--- config.mk ---
export PLATFORM = sky130hd
export DESIGN_NAME = mbr_atomic_regs
export DESIGN_NICKNAME = d
export VERILOG_FILES = /design/src/rtl/mbr_pkg.sv /design/src/rtl/mbr_field.sv /design/src/rtl/mbr_abort_flag.sv /design/src/rtl/mbr_atomic_regs.sv
export SDC_FILE = /design/constraint.sdc
export NUM_CORES = 1
export LEC_CHECK = 0
export CORE_MARGIN = 4
export CORE_UTILIZATION = 37
export CTS_CLUSTER_DIAMETER = 30
export DETAILED_ROUTE_END_ITERATION = 12
export PLACE_DENSITY = 0.67
export SLEW_MARGIN = 20
export SYNTH_ARGS = -nofsm -noshare
export SYNTH_HDL_FRONTEND = slang
export SYNTH_SLANG_ARGS = --single-unit
--- constraint.sdc ---
create_clock -name clk_i -period 2.8 [get_ports clk_i]
set_input_delay 0.56 -clock clk_i [delete_from_list [all_inputs] [get_ports clk_i]]
set_output_delay 0.56 -clock clk_i [all_outputs]
set_load 0.005 [all_outputs]
--- src/rtl/mbr_pkg.sv ---
package mbr_pkg;
  localparam int ADDR_W = 8;
  localparam int BYTE_W = 8;

  typedef struct packed {
    logic              valid;
    logic              we;
    logic [ADDR_W-1:0] addr;
    logic [BYTE_W-1:0] wdata;
  } bus_req_t;

  function automatic int bytes_for(input int width);
    return (width + BYTE_W - 1) / BYTE_W;
  endfunction
endpackage

--- src/rtl/mbr_field.sv ---
module mbr_field
  import mbr_pkg::*;
#(
  parameter int WIDTH = 19,
  parameter int BASE  = 16
) (
  input  logic              clk_i,
  input  logic              rst_ni,
  input  bus_req_t          req_i,
  input  logic [WIDTH-1:0]  live_i,
  output logic [WIDTH-1:0]  q_o,
  output logic              hit_o,
  output logic [BYTE_W-1:0] rd_byte_o,
  output logic              abort_o
);
  localparam int NB = bytes_for(WIDTH);
  localparam int IW = (NB > 1) ? $clog2(NB) : 1;

  logic [NB-1:0]     wmask_q, rmask_q, sel_oh, wmask_nxt, rmask_nxt;
  logic [WIDTH-1:0]  shadow_q, shadow_nxt, snap_q, q_q, src;
  logic [ADDR_W-1:0] offset;
  logic [IW-1:0]     idx;
  logic              hit, wr_hit, rd_hit, w_done, r_done, w_abort, r_abort;

  assign offset    = req_i.addr - ADDR_W'(BASE);
  assign idx       = offset[IW-1:0];
  assign hit       = req_i.valid && (offset < ADDR_W'(NB));
  assign wr_hit    = hit && req_i.we;
  assign rd_hit    = hit && !req_i.we;
  assign sel_oh    = hit ? (NB'(1) << idx) : '0;
  assign wmask_nxt = wmask_q | sel_oh;
  assign rmask_nxt = rmask_q | sel_oh;
  assign w_done    = wr_hit && (&wmask_nxt);
  assign r_done    = rd_hit && (&rmask_nxt);
  // any other access breaks an open sequence
  assign w_abort   = req_i.valid && !wr_hit && (|wmask_q);
  assign r_abort   = req_i.valid && !rd_hit && (|rmask_q);

  always_comb begin
    shadow_nxt = shadow_q;
    for (int i = 0; i < WIDTH; i++)
      if (wr_hit && idx == IW'(i / BYTE_W)) shadow_nxt[i] = req_i.wdata[i % BYTE_W];
  end

  always_ff @(posedge clk_i or negedge rst_ni) begin
    if (!rst_ni) begin
      wmask_q  <= '0;
      shadow_q <= '0;
      q_q      <= '0;
    end else begin
      shadow_q <= shadow_nxt;
      if (w_abort)     wmask_q <= '0;
      else if (wr_hit) wmask_q <= w_done ? '0 : wmask_nxt;
      if (w_done)      q_q <= shadow_nxt;
    end
  end

  always_ff @(posedge clk_i or negedge rst_ni) begin
    if (!rst_ni) begin
      rmask_q <= '0;
      snap_q  <= '0;
    end else if (r_abort) begin
      rmask_q <= '0;
    end else if (rd_hit) begin
      if (rmask_q == '0) snap_q <= live_i;
      rmask_q <= r_done ? '0 : rmask_nxt;
    end
  end

  assign src = (|rmask_q) ? snap_q : live_i;

  always_comb begin
    rd_byte_o = '0;
    for (int i = 0; i < WIDTH; i++)
      if (idx == IW'(i / BYTE_W)) rd_byte_o[i % BYTE_W] = src[i];
  end

  assign q_o     = q_q;
  assign hit_o   = hit;
  assign abort_o = w_abort || r_abort;

  p_commit_needs_write_r2: assert property (@(posedge clk_i) disable iff (!rst_ni)
    !$stable(q_q) |-> $past(wr_hit))
    else $error("field changed without a write");
  p_abort_no_commit_r3: assert property (@(posedge clk_i) disable iff (!rst_ni)
    w_abort |=> $stable(q_q))
    else $error("aborted sequence committed");
  p_abort_empties_r5: assert property (@(posedge clk_i) disable iff (!rst_ni)
    w_abort |=> (wmask_q == '0))
    else $error("shadow kept after abort");
  p_snap_frozen_r6: assert property (@(posedge clk_i) disable iff (!rst_ni)
    (|rmask_q) |=> $stable(snap_q))
    else $error("snapshot moved during read sequence");
  p_read_abort_r8: assert property (@(posedge clk_i) disable iff (!rst_ni)
    r_abort |=> (rmask_q == '0))
    else $error("read sequence survived interruption");
endmodule

--- src/rtl/mbr_abort_flag.sv ---
module mbr_abort_flag (
  input  logic clk_i,
  input  logic rst_ni,
  input  logic set_i,
  input  logic clr_i,
  output logic flag_o
);
  logic flag_q;

  always_ff @(posedge clk_i or negedge rst_ni) begin
    if (!rst_ni)     flag_q <= 1'b0;
    else if (set_i)  flag_q <= 1'b1;
    else if (clr_i)  flag_q <= 1'b0;
  end

  assign flag_o = flag_q;

  p_set_wins_r11: assert property (@(posedge clk_i) disable iff (!rst_ni)
    set_i |=> flag_q)
    else $error("abort flag not set");
  p_clear_r11: assert property (@(posedge clk_i) disable iff (!rst_ni)
    (clr_i && !set_i) |=> !flag_q)
    else $error("abort flag not cleared");
  p_rise_cause_r3: assert property (@(posedge clk_i) disable iff (!rst_ni)
    $rose(flag_q) |-> $past(set_i))
    else $error("abort flag rose without cause");
endmodule

--- src/rtl/mbr_atomic_regs.sv ---
module mbr_atomic_regs
  import mbr_pkg::*;
#(
  parameter int WIDE_W    = 19,
  parameter int PAIR_W    = 16,
  parameter int WIDE_BASE = 16,
  parameter int PAIR_BASE = 32,
  parameter int STAT_ADDR = 48
) (
  input  logic              clk_i,
  input  logic              rst_ni,
  input  logic              bus_valid_i,
  input  logic              bus_we_i,
  input  logic [ADDR_W-1:0] bus_addr_i,
  input  logic [BYTE_W-1:0] bus_wdata_i,
  output logic [BYTE_W-1:0] bus_rdata_o,
  input  logic [WIDE_W-1:0] wide_live_i,
  output logic [WIDE_W-1:0] wide_q_o,
  output logic [BYTE_W-(WIDE_W-(bytes_for(WIDE_W)-1)*BYTE_W)-1:0] mode_cfg_o,
  input  logic [PAIR_W-1:0] pair_live_i,
  output logic [PAIR_W-1:0] pair_q_o,
  output logic              abort_o
);
  localparam int WIDE_NB  = bytes_for(WIDE_W);
  localparam int TOP_BITS = WIDE_W - (WIDE_NB - 1) * BYTE_W;
  localparam int CFG_W    = BYTE_W - TOP_BITS;
  localparam int MIX_ADDR = WIDE_BASE + WIDE_NB - 1;

  bus_req_t          req;
  logic              wide_hit, pair_hit, wide_ab, pair_ab, stat_hit, mix_wr, clr;
  logic [BYTE_W-1:0] wide_rd, pair_rd;
  logic [CFG_W-1:0]  cfg_q;

  assign req = '{valid: bus_valid_i, we: bus_we_i, addr: bus_addr_i, wdata: bus_wdata_i};

  mbr_field #(.WIDTH(WIDE_W), .BASE(WIDE_BASE)) u_wide (
    .clk_i, .rst_ni, .req_i(req), .live_i(wide_live_i), .q_o(wide_q_o),
    .hit_o(wide_hit), .rd_byte_o(wide_rd), .abort_o(wide_ab)
  );

  mbr_field #(.WIDTH(PAIR_W), .BASE(PAIR_BASE)) u_pair (
    .clk_i, .rst_ni, .req_i(req), .live_i(pair_live_i), .q_o(pair_q_o),
    .hit_o(pair_hit), .rd_byte_o(pair_rd), .abort_o(pair_ab)
  );

  assign stat_hit = bus_valid_i && (bus_addr_i == ADDR_W'(STAT_ADDR));
  assign clr      = stat_hit && bus_we_i && bus_wdata_i[0];
  assign mix_wr   = bus_valid_i && bus_we_i && (bus_addr_i == ADDR_W'(MIX_ADDR));

  mbr_abort_flag u_abort (
    .clk_i, .rst_ni, .set_i(wide_ab || pair_ab), .clr_i(clr), .flag_o(abort_o)
  );

  // upper bits of the mixed byte bypass the atomic path
  always_ff @(posedge clk_i or negedge rst_ni) begin
    if (!rst_ni)     cfg_q <= '0;
    else if (mix_wr) cfg_q <= bus_wdata_i[BYTE_W-1:TOP_BITS];
  end
  assign mode_cfg_o = cfg_q;

  always_comb begin
    bus_rdata_o = '0;
    if (bus_valid_i && !bus_we_i) begin
      if (wide_hit) begin
        bus_rdata_o = wide_rd;
        if (bus_addr_i == ADDR_W'(MIX_ADDR)) bus_rdata_o[BYTE_W-1:TOP_BITS] = cfg_q;
      end else if (pair_hit) begin
        bus_rdata_o = pair_rd;
      end else if (stat_hit) begin
        bus_rdata_o[0] = abort_o;
      end
    end
  end

  p_cfg_immediate_r9: assert property (@(posedge clk_i) disable iff (!rst_ni)
    mix_wr |=> (cfg_q == $past(bus_wdata_i[BYTE_W-1:TOP_BITS])))
    else $error("mode bits not updated");
  p_cfg_hold_r9: assert property (@(posedge clk_i) disable iff (!rst_ni)
    !mix_wr |=> $stable(cfg_q))
    else $error("mode bits changed without write");
  p_idle_rdata_r12: assert property (@(posedge clk_i) disable iff (!rst_ni)
    !(bus_valid_i && !bus_we_i) |-> (bus_rdata_o == '0))
    else $error("read data without read");
endmodule

Word-level counts from Yosys, hierarchy flattened
Index checks and enable logic that the tools add are counted.
- register bits after elaboration: 121
- input bits: 55
- output and inout port bits: 49
- logic and storage cells: 170
- $add $sub $neg: 2
- $lt $le $gt $ge: 2
- equal/unequal tests: 4
- shift operators: 2
- mux-type cells: 86
- bitwise operators: 7
- reductions and logical operators: 55
- operator list (kind ; number):
    $mux W1 ; 66
    $logic_and A1 B1 Y1 ; 29
    $mux W3 ; 7
    $mux W19 ; 1
    $lt A8 B2 Y1 const B ; 2
    $mux W16 ; 1
    $mux W8 ; 2
    $mux W2 ; 7
    $reduce_and A3 Y1 ; 4
    $reduce_bool A2 Y1 ; 5
    $eq A8 B5 Y1 const B ; 1
    $eq A8 B6 Y1 const B ; 1
    $sub A8 B5 Y8 const B ; 1
    $sub A8 B6 Y8 const B ; 1
    $mux W7 ; 1
    $or A3 B3 Y3 ; 2
    $reduce_or A3 Y1 ; 2
    $logic_not A1 Y1 ; 5
    $mux W5 ; 1
    $logic_not A2 Y1 ; 2
    $or A2 B2 Y2 ; 2
    $reduce_and A2 Y1 ; 2
    $reduce_or A2 Y1 ; 2
    $logic_not A3 Y1 ; 1
    6 further kinds ; 10

Longest topological paths before layout
Gate-level depths: netlist of the first run.
- depth in word-level cells: 10
- depth in mapped cells: 9
- gate-level depth less buffers: 6

Modules after synthesis
Synthesis of the first run repeated with hierarchy kept, for this count alone.
- cells, all modules: 461
- area total of the unflattened synthesis: 6214.7 um^2
- by module, submodules not included (module ; times used ; cells each ; area each (um^2) ; seq. area each (um^2)):
    mbr_field at u_wide ; 1 ; 235 ; 3190.6 ; 1576.5
    mbr_field at u_pair ; 1 ; 170 ; 2497.4 ; 1301.2
    mbr_atomic_regs ; 1 ; 53 ; 490.5 ; 125.1
    mbr_abort_flag ; 1 ; 3 ; 36.3 ; 25.0

Worst setup path after synthesis of the first run
No wires, ideal clock.
- path kind: input-to-output
- from: input bus_addr_i[0]
- to: output bus_rdata_o[0]
- data arrival time: 2.117 ns
- data required time: 2.240 ns
- path slack: 0.123 ns
- stages: 6
- path buffers: 2
- cell sequence: buf_2 > inv_1 > buf_1 > mux4_2 > a22oi_1 > o32ai_1
- cells in the longest elaborated chain, start to end: 7
- elaborated cells on any way between the ends: 19
- those cells by class: add/sub (2); order compare (2); eq/ne (3); mux (8); reduce/logical (4)
- ends and longest elaborated chain (what ; line ; source):
    start, declared ; mbr_atomic_regs.sv:14 ; input logic [ADDR_W-1:0] bus_addr_i,
    branches (longest 5 deep; another with $sub A8 B6 Y8) ; -- ;
    $mux W8 * ; mbr_atomic_regs.sv:64 ; if (wide_hit) begin
    $mux W8 * ; mbr_atomic_regs.sv:63 ; if (bus_valid_i && !bus_we_i) begin
    end, declared ; mbr_atomic_regs.sv:16 ; output logic [BYTE_W-1:0] bus_rdata_o,
Every way passes the cells marked *.

Final worst setup path of the first run
- from: input bus_addr_i[5]
- to: output bus_rdata_o[0]
- cells in the longest elaborated chain, start to end: 6
- elaborated cells on any way between the ends: 12
- those cells by class: add/sub (2); order compare (2); eq/ne (1); mux (4); reduce/logical (3)
- ends and longest elaborated chain (what ; line ; source):
    $sub A8 B6 Y8 or $eq A8 B6 Y1 (tied branches) ; mbr_field.sv:25, mbr_atomic_regs.sv:46 ;
    $lt A8 B2 Y1 or $logic_and A1 B1 Y1 (tied branches) ; mbr_field.sv:27, mbr_atomic_regs.sv:46 ;
    $logic_and A1 B1 Y1 or $mux W1 (tied branches) ; mbr_field.sv:27, mbr_atomic_regs.sv:69 ;
    $mux W1 ; mbr_atomic_regs.sv:67 ; end else if (pair_hit) begin
    $mux W8 * ; mbr_atomic_regs.sv:64 ;
    $mux W8 * ; mbr_atomic_regs.sv:63 ;
Mark *: on every way between the ends. The rest lies on a longest branch, timed or not.

==> results.txt, run 1 <==
Final max-slew violation count -> 0
# IOs -> 104
GP Congestion -> 0.8775
Final wirelength -> 15.27 mm
FP Rows -> 45
Core Util, Final -> 53.83%
Hpwl dp -> 11.00 mm
Power density over the cells -> 522.2 nW/um^2
Htree depth -> 4
Final Hold Fails -> 0
TritonCTS clock tree -> done
Worst path max stage delay -> 410 ps
Grt ovf -> 0
Skew final -> 6.674 ps
Post-synthesis register bit count -> 121
Rel. slew slack -> 63.55%
Status -> finished, final reports clean
Core area -> 15310 sq um
Initial DRC Count -> 246
Top-area cell type share of the netlist area -> 52.09%
Most frequent cell after synthesis -> dfrtp_1
Crit Path Max Fanout -> 4
Crit path top cell by count -> buf_2
Slew @ Worst Pin -> 546.8 ps
Req. time, crit path -> 2240 ps
Die Y -> 133.3 um
Vias in the first global route -> 4525
Port buffer count -> 103
Total GRT Usage -> 17.82%
WP data arrival -> 2160 ps
Worst-path clk slew -> 60 ps
Final worst-path cycle share -> 97.06%
Mapped cell area -> 5813 sq um
CTS Buf Count -> 17
Area delta synth->final -> 41.82%
Hold buffers post-CTS -> 0
Reg-to-reg endpoint -> u_wide.q_o[0]
Minimum clock period -> 2718 ps
Ys flop type -> dfrtp_1
Synth unique cells -> 50
Ys async rst share -> 100.0%
Crit path from -> bus_addr_i[5]
Yosys warns -> 0
Critical path buffer and inverter count -> 3
Hold/Removal Path Class -> input port to async pin
Cells after Synth -> 410
Die width -> 133.3 um
First-pass GRT wire length -> 24.88 mm
Worst path depth -> 8
Via density -> 5.134
Final setup viols -> 0
DRT Pass-1 Iters -> 4
Reg2reg path depth -> 5
Clk sinks -> 121
Ant diodes -> 0
CP Cell Sequence -> buf_2, inv_2, ha_1, or3b_4, nor2_1, a32oi_1, o32ai_2, buf_2
Cell taking the most area after synthesis -> dfrtp_1
Largest net degree at the start of global routing -> 62
Critical R2R Launch -> u_wide.wmask_q[2]
Via count -> 4097
Crit path max-delay cell type -> or3b_4
Hold WS -> 124.8 ps
Initial Utilization -> 37.96%
Die area -> 17780 sq um
Worst path top cell family by delay -> simple AND/OR/NAND/NOR gates
Static Leak -> 3.890 nW
Clock Latency Late Sink -> 410 ps
DRC viols -> 0
Wirelength per Cell -> 19.14 um
Reg2Reg Setup Slack -> 1010 ps
Clock root cell -> clkbuf_16
EDFF count, synth -> 0
Fin nets -> 631
Register area share after synthesis -> 52.09%
Initial antenna violation count -> 0
Max_cap viols -> 0
Setup CP Type -> input port to primary output
Worst setup path endpoint -> bus_rdata_o[0]
Syn_nets -> 467
Synth cell count leaders -> 121 x dfrtp_1, 101 x mux2_2, 17 x mux2_1
Worst setup SP type -> input port
Worst setup EP type -> primary output
DRT antenna net count -> 0
Worst VDD drop -> 0.0003965 V
Max Clk Rate -> 368.0 MHz
Layout cell share with drive strength beyond 1 -> 44.97%
Main area contributors after synthesis -> dfrtp_1 52%, mux2_2 20%, mux4_2 6.2%
CTS max path bufs -> 2
Syn Area/Cell -> 14.18 sq um
## where the power goes
group	switching, mW	leakage (nW)	total [mW]	internal, mW
clock	0.857	0.272	2.12	1.26
combinational	0.179	1.94	0.384	0.205
sequential	0.0170	1.68	1.80	1.78
total	1.05	3.89	4.30	3.25
## metal layers
layer,vias up,global-route usage (%),wire length [um],part of all wire (%)
met5,-,0,0,0
met4,0,6.343,265,1.7
met3,23,3.814,713,4.7
met2,104,29.20,7602,50
met1,2113,23.48,6692,44
li1,1857,-,-,-
## worst min path at each step
stage / to / cells past startpoint
CTS: u_pair.q_o[12] / 1
global route: u_pair.shadow_q[12] / 1
global placement: u_pair.snap_q[7] / 1
floorplan: mode_cfg_o[0] / 0
detailed placement: u_pair.q_o[9] / 1
finish: u_pair.q_o[6] / 1
## layout make-up
| type | instances | area [sq um] |
|---|---|---|
| flip-flops and latches | 121 | 3028 |
| inverters | 13 | 48.80 |
| multi-input cells | 256 | 2766 |
| fillers | 1296 | 7071 |
| clock buffers | 18 | 439.2 |
| clock inverters | 14 | 137.6 |
| well taps | 211 | 264.0 |
| repair buffers | 165 | 1560 |
## layout by cell type (no fill, tap or decap), types with 5 or more instances in the layout
cell | netlist | routed
a22oi_2 | 0 | 7
clkdlybuf4s50_1 | 0 | 87
mux2_2 | 101 | 101
mux2_1 | 17 | 17
o22ai_1 | 5 | 5
buf_2 | 7 | 9
o21ai_0 | 11 | 9
mux4_2 | 16 | 16
inv_1 | 13 | 11
mux2_4 | 16 | 16
nor2_1 | 7 | 7
buf_12 | 0 | 8
buf_4 | 0 | 53
nand2_1 | 16 | 16
inv_6 | 0 | 5
dfrtp_1 | 121 | 121
clkbuf_16 | 0 | 17
## registers in the layout, indices dropped and copies added, names as in the netlist, 3 cells and up
name and flops:
u_wide.q_o 19, u_wide.shadow_q 19, u_wide.snap_q 19, u_pair.q_o 16, u_pair.shadow_q 16, u_pair.snap_q 16
mode_cfg_o 5, u_wide.rmask_q 3, u_wide.wmask_q 3
## logic make-up (layout without fill, tap and decap cells)
kind of cell,after synthesis,count (layout),synth area share (%)
AO/OA/AOI/OAI,47,47,5.554
XOR/XNOR,3,3,0.4521
adder cells (fa/ha/maj),2,2,0.4304
buffers and inverters,33,210,2.669
flip-flops,121,121,52.09
multiplexers,151,151,33.36
AND/OR/NAND/NOR,53,53,5.446
## stage by stage
step | power, mW | cells | setup TNS [ps] | area (sq um) | setup WS, ps
floorplan | 1.966 | 410 | 0 | 5813 | 123.2
global placement | 2.190 | 765 | -22510 | 7569 | -743.8
detailed placement | 2.200 | 765 | -24030 | 7569 | -785.7
CTS | 4.337 | 798 | 0 | 8208 | 3.367
global route | 4.447 | 798 | -16.76 | 8244 | -10.93
finish | 4.305 | 798 | 0 | 8244 | 82.44
## timing repair
item / CTS / global route
endpoints found under the setup margin: 18 / 8
cloned: 0 / 0
pin swaps: 6 / 1
setup buffers: 2 / 0
gates resized for setup: 59 / 13
Note: power is estimated with default switching activity, not from simulation.
==> run 2, diff against run 1 <==
CORE_MARGIN = 10   (was 4)
CORE_UTILIZATION = 44   (was 37)
PLACE_DENSITY = 0.76   (was 0.67)
==> results.txt, run 2 (synthesis gave the netlist of run 1 again) <==
Gate power share -> 9.3%
Htree depth -> 4
Final setup viols -> 0
Hold buffers post-CTS -> 0
CTS Buf Count -> 17
P_int -> 3.306 mW
Most common cell after layout, fill and taps aside -> dfrtp_1
Core Util, Final -> 65.59%
Switching share of power -> 23.22%
Initial antenna violation count -> 0
Status -> finished, final reports clean
Via count -> 4296
Setup CP Type -> input port to primary output
CTS max path bufs -> 2
Die width -> 134.9 um
Slew @ Worst Pin -> 701.0 ps
Worst VDD drop -> 0.0003859 V
Hold WS -> 202.8 ps
Req. time, crit path -> 2240 ps
Rel. slew slack -> 53.27%
Initial Utilization -> 45.51%
FP Rows -> 41
Final worst-path cycle share -> 98.46%
Crit Path Max Fanout -> 5
Clock root cell -> clkbuf_16
Hpwl dp -> 11.10 mm
Layout cell share with drive strength beyond 1 -> 47.43%
Grt ovf -> 0
Skew final -> 7.307 ps
# IOs -> 104
Die Y -> 134.9 um
Final Power -> 4.306 mW
Initial DRC Count -> 249
Max Clk Rate -> 362.7 MHz
DRC viols -> 0
Die area -> 18210 sq um
Clk sinks -> 121
Wirelength per Cell -> 20.85 um
Total GRT Usage -> 17.54%
Clock Latency Late Sink -> 400 ps
Via density -> 5.543
Final wirelength -> 16.16 mm
DRT antenna net count -> 0
Core area -> 12770 sq um
Register share of total power -> 41.8%
Hold/Removal Path Class -> input port to async pin
Worst setup EP type -> primary output
Vias in the first global route -> 4729
Minimum clock period -> 2757 ps
First-pass GRT wire length -> 25.16 mm
Static Leak -> 3.977 nW
Ant diodes -> 0
Max_cap viols -> 0
Final max-slew violation count -> 0
WP data arrival -> 2200 ps
Port buffer count -> 103
DRT Pass-1 Iters -> 5
Worst setup SP type -> input port
RSZ-0062 raised after global routing -> true
Power density over the cells -> 513.9 nW/um^2
GP Congestion -> 0.9143
P_sw -> 0.9999 mW
Clk pwr share -> 48.9%
TritonCTS clock tree -> done
Final Hold Fails -> 0
Largest net degree at the start of global routing -> 51
Most frequent cells in the layout -> 121 x dfrtp_1, 101 x mux2_2, 88 x clkdlybuf4s50_1, 64 x buf_4
Worst-path clk slew -> 60 ps
Area delta synth->final -> 44.12%
Fin nets -> 647
## run 2: routing by layer
layer / GRT usage, % / vias to the layer above / wire (um)
met5: 0 / - / 0
met1: 21.58 / 2222 / 6683
met4: 6.160 / 0 / 269
met2: 29.44 / 145 / 8419
li1: - / 1903 / -
met3: 4.154 / 26 / 783
## run 2: repair_timing
item                                    4_1_cts  5_1_grt
gates resized for setup                      65       30
hold endpoints to repair                      0        0
buffers inserted                             10        7
pin swaps                                     8        6
endpoints found under the setup margin       20        8
## run 2: area by class of cell
| class | instances | area (sq um) |
|---|---|---|
| fill | 888 | 4395 |
| sequential | 121 | 3028 |
| multi-input combinational | 256 | 2823 |
| timing repair buffer | 181 | 1698 |
| clock buffer | 21 | 440.4 |
| tap | 172 | 215.2 |
| clock inverter | 11 | 122.6 |
| inverter | 13 | 51.30 |
## run 2: critical path, cell delays in order
cell             delay, ps
clkdlybuf4s50_1        430
nand4bb_4              270
buf_6                  150
nor4_4                 230
buf_4                  160
buf_6                  130
nand2_2                 40
o21ai_1                 70
buf_2                  140
## run 2: final timing paths
path                                    from                end  slack [ps]  cells past startpoint
hold reg to reg             u_pair.snap_q[7]   u_pair.snap_q[7]         490                      1
setup reg to reg           u_wide.rmask_q[1]     u_abort.flag_o        1030                      7
hold / removal                        rst_ni  u_pair.snap_q[13]         200                      1
setup / recovery               bus_addr_i[3]     bus_rdata_o[2]          40                      9
max in group asynchronous             rst_ni  u_wide.snap_q[12]        1890                      2
min in group clk_i          u_pair.snap_q[7]   u_pair.snap_q[7]         490                      1
## run 2: stage by stage
stage               instance area (sq um)  setup slack (ps)  setup TNS (ps)  instances
floorplan                            5813             123.2               0        410
global placement                     7520            -715.4          -20360        726
detailed placement                   7520            -759.7          -21510        726
CTS                                  8218             6.141               0        768
global route                         8378            -19.99          -29.24        775
finish                               8378             43.00               0        775
## run 2: power by group through the flow
stage | clock network (mW) | logic [mW] | registers [mW]
final | 2.10 | 0.400 | 1.80
after global routing | 2.20 | 0.428 | 1.80
after CTS | 2.13 | 0.379 | 1.80
after detailed placement | 0 | 0.360 | 1.83
after global placement | 0 | 0.351 | 1.83
after floorplan | 0 | 0.140 | 1.83
==> run 3, diff against run 2 <==
CORE_MARGIN = 2   (was 10)
CORE_UTILIZATION = 30   (was 44)
PLACE_DENSITY = 0.57   (was 0.76)
==> results.txt, run 3 (synthesis gave the netlist of run 1 again) <==
Status -> finished, final reports clean
TritonCTS clock tree -> done
CTS Buf Count -> 17
Crit path max-delay cell type -> mux4_2
Final worst setup slack -> 49.31 ps
Reg-to-reg endpoint -> u_wide.snap_q[4]
Core Util, Final -> 44.90%
DRC viols -> 0
GP Congestion -> 0.8137
Final Hold Fails -> 0
Power density over the cells -> 499.4 nW/um^2
Worst setup EP type -> primary output
First-pass GRT wire length -> 25.04 mm
Vias in the first global route -> 4531
Worst path max stage delay -> 520 ps
Most common cell after layout, fill and taps aside -> dfrtp_1
Die area -> 20510 sq um
Final worst-path cycle share -> 98.24%
FP Rows -> 50
Wirelength per Cell -> 18.35 um
Grt ovf -> 0
Layout cell share with drive strength beyond 1 -> 47.00%
Hold buffers post-CTS -> 0
Htree depth -> 4
Initial antenna violation count -> 0
Most frequent cells in the layout -> 121 x dfrtp_1, 101 x mux2_2, 87 x clkdlybuf4s50_1, 64 x buf_4
Rel. slew slack -> 61.71%
CTS max path bufs -> 2
Critical path buffer and inverter count -> 2
Worst path depth -> 6
Static Leak -> 3.946 nW
DP Cell Count -> 812
DRT antenna net count -> 0
Clock Latency Late Sink -> 420 ps
Setup CP Type -> register to primary output
Ant diodes -> 0
CP Cell Sequence -> nor3_4, buf_6, mux4_2, a22oi_2, o21ai_1, buf_2
Worst path top cell family by delay -> multiplexers
Reg2Reg Setup Slack -> 710 ps
Minimum clock period -> 2751 ps
Critical R2R Launch -> u_wide.rmask_q[0]
Via density -> 4.773
Hpwl dp -> 11.44 mm
Placed Area -> 7615 sq um
Skew final -> 5.987 ps
Clk sinks -> 121
Final Power -> 4.222 mW
Hold/Removal Path Class -> input port to async pin
Pre-CTS WS -> -826.0 ps
Worst-path clk slew -> 60 ps
Via count -> 4105
Initial Utilization -> 30.87%
Final wirelength -> 15.78 mm
Crit Path Max Fanout -> 8
Area delta synth->final -> 45.44%
Total GRT Usage -> 16.25%
WP data arrival -> 2190 ps
# IOs -> 104
Slew @ Worst Pin -> 574.4 ps
Worst VDD drop -> 0.0004244 V
RSZ-0062 raised after global routing -> true
Clock root cell -> clkbuf_16
Req. time, crit path -> 2240 ps
Port buffer count -> 103
Finished Layout Cells -> 860
Hold WS -> 133.7 ps
Largest net degree at the start of global routing -> 54
Reg2reg path depth -> 11
Die width -> 143.2 um
DRT Pass-1 Iters -> 4
Core area -> 18830 sq um
Final max-slew violation count -> 0
Worst setup SP type -> register
Final setup viols -> 0
Fillers -> 1685
Die Y -> 143.2 um
Setup TNS -> 0 ps
Max_cap viols -> 0
Final design instance area without fill -> 8454 sq um
Fin nets -> 645
Initial DRC Count -> 162
Max Clk Rate -> 363.5 MHz
run 3: changes by cell type in the layout (fill, tap and decap cells not counted), sizes merged:
cell / previous run / this run
buf: 87 / 84
bufinv: 2 / 1
clkbuf: 23 / 18
clkdlybuf4s15: 0 / 2
clkdlybuf4s50: 88 / 87
clkinv: 6 / 9
clkinvlp: 1 / 2
dlygate4sd2: 4 / 3
dlymetal6s2s: 0 / 2
run 3: how the worst max path moves through the flow:
stage,startpoint,to
2_1_floorplan,bus_addr_i[0],bus_rdata_o[0]
6_report,u_wide.rmask_q[2],bus_rdata_o[6]
5_1_grt,u_wide.rmask_q[2],bus_rdata_o[6]
4_1_cts,bus_addr_i[5],bus_rdata_o[5]
3_5_place_dp,bus_addr_i[5],bus_rdata_o[5]
3_3_place_gp,bus_addr_i[5],bus_rdata_o[4]
run 3: layer usage:
layer / wire length (um) / vias up / track usage (%)
met3: 693 / 24 / 4.158
li1: - / 1883 / -
met5: 0 / - / 0
met2: 7919 / 93 / 27.05
met4: 265 / 0 / 5.576
met1: 6899 / 2105 / 20.54
run 3: cell type report:
| class | instances | area [sq um] | area share [%] |
|---|---|---|---|
| clock inverter | 14 | 126.4 | 1.495 |
| tap | 260 | 325.3 | 3.848 |
| timing repair buffer | 179 | 1703 | 20.14 |
| multi-input combinational | 256 | 2793 | 33.03 |
| sequential | 121 | 3028 | 35.81 |
| inverter | 13 | 53.80 | 0.6364 |
| clock buffer | 17 | 425.4 | 5.032 |
run 3: report_power, final:
group          switching [mW]  internal, mW  leakage [nW]
clock                   0.818          1.22         0.269
combinational           0.181         0.206          2.00
sequential             0.0166          1.78          1.68
total                    1.02          3.21          3.95
run 3: timing repair:
item	4_1_cts	5_1_grt
pin swaps	7	6
resized for setup	71	16
buffers inserted	15	3
endpoints found under the hold margin	0	0
setup endpoints to repair	16	8
run 3: worst register-to-register path: stages (launching register included):
cell	delay (ps)
dfrtp_1	410
nor3_4	70
buf_4	140
buf_4	120
buf_4	120
buf_4	120
buf_4	120
buf_4	120
buf_4	130
nand4_2	100
buf_12	170
mux2_2	360
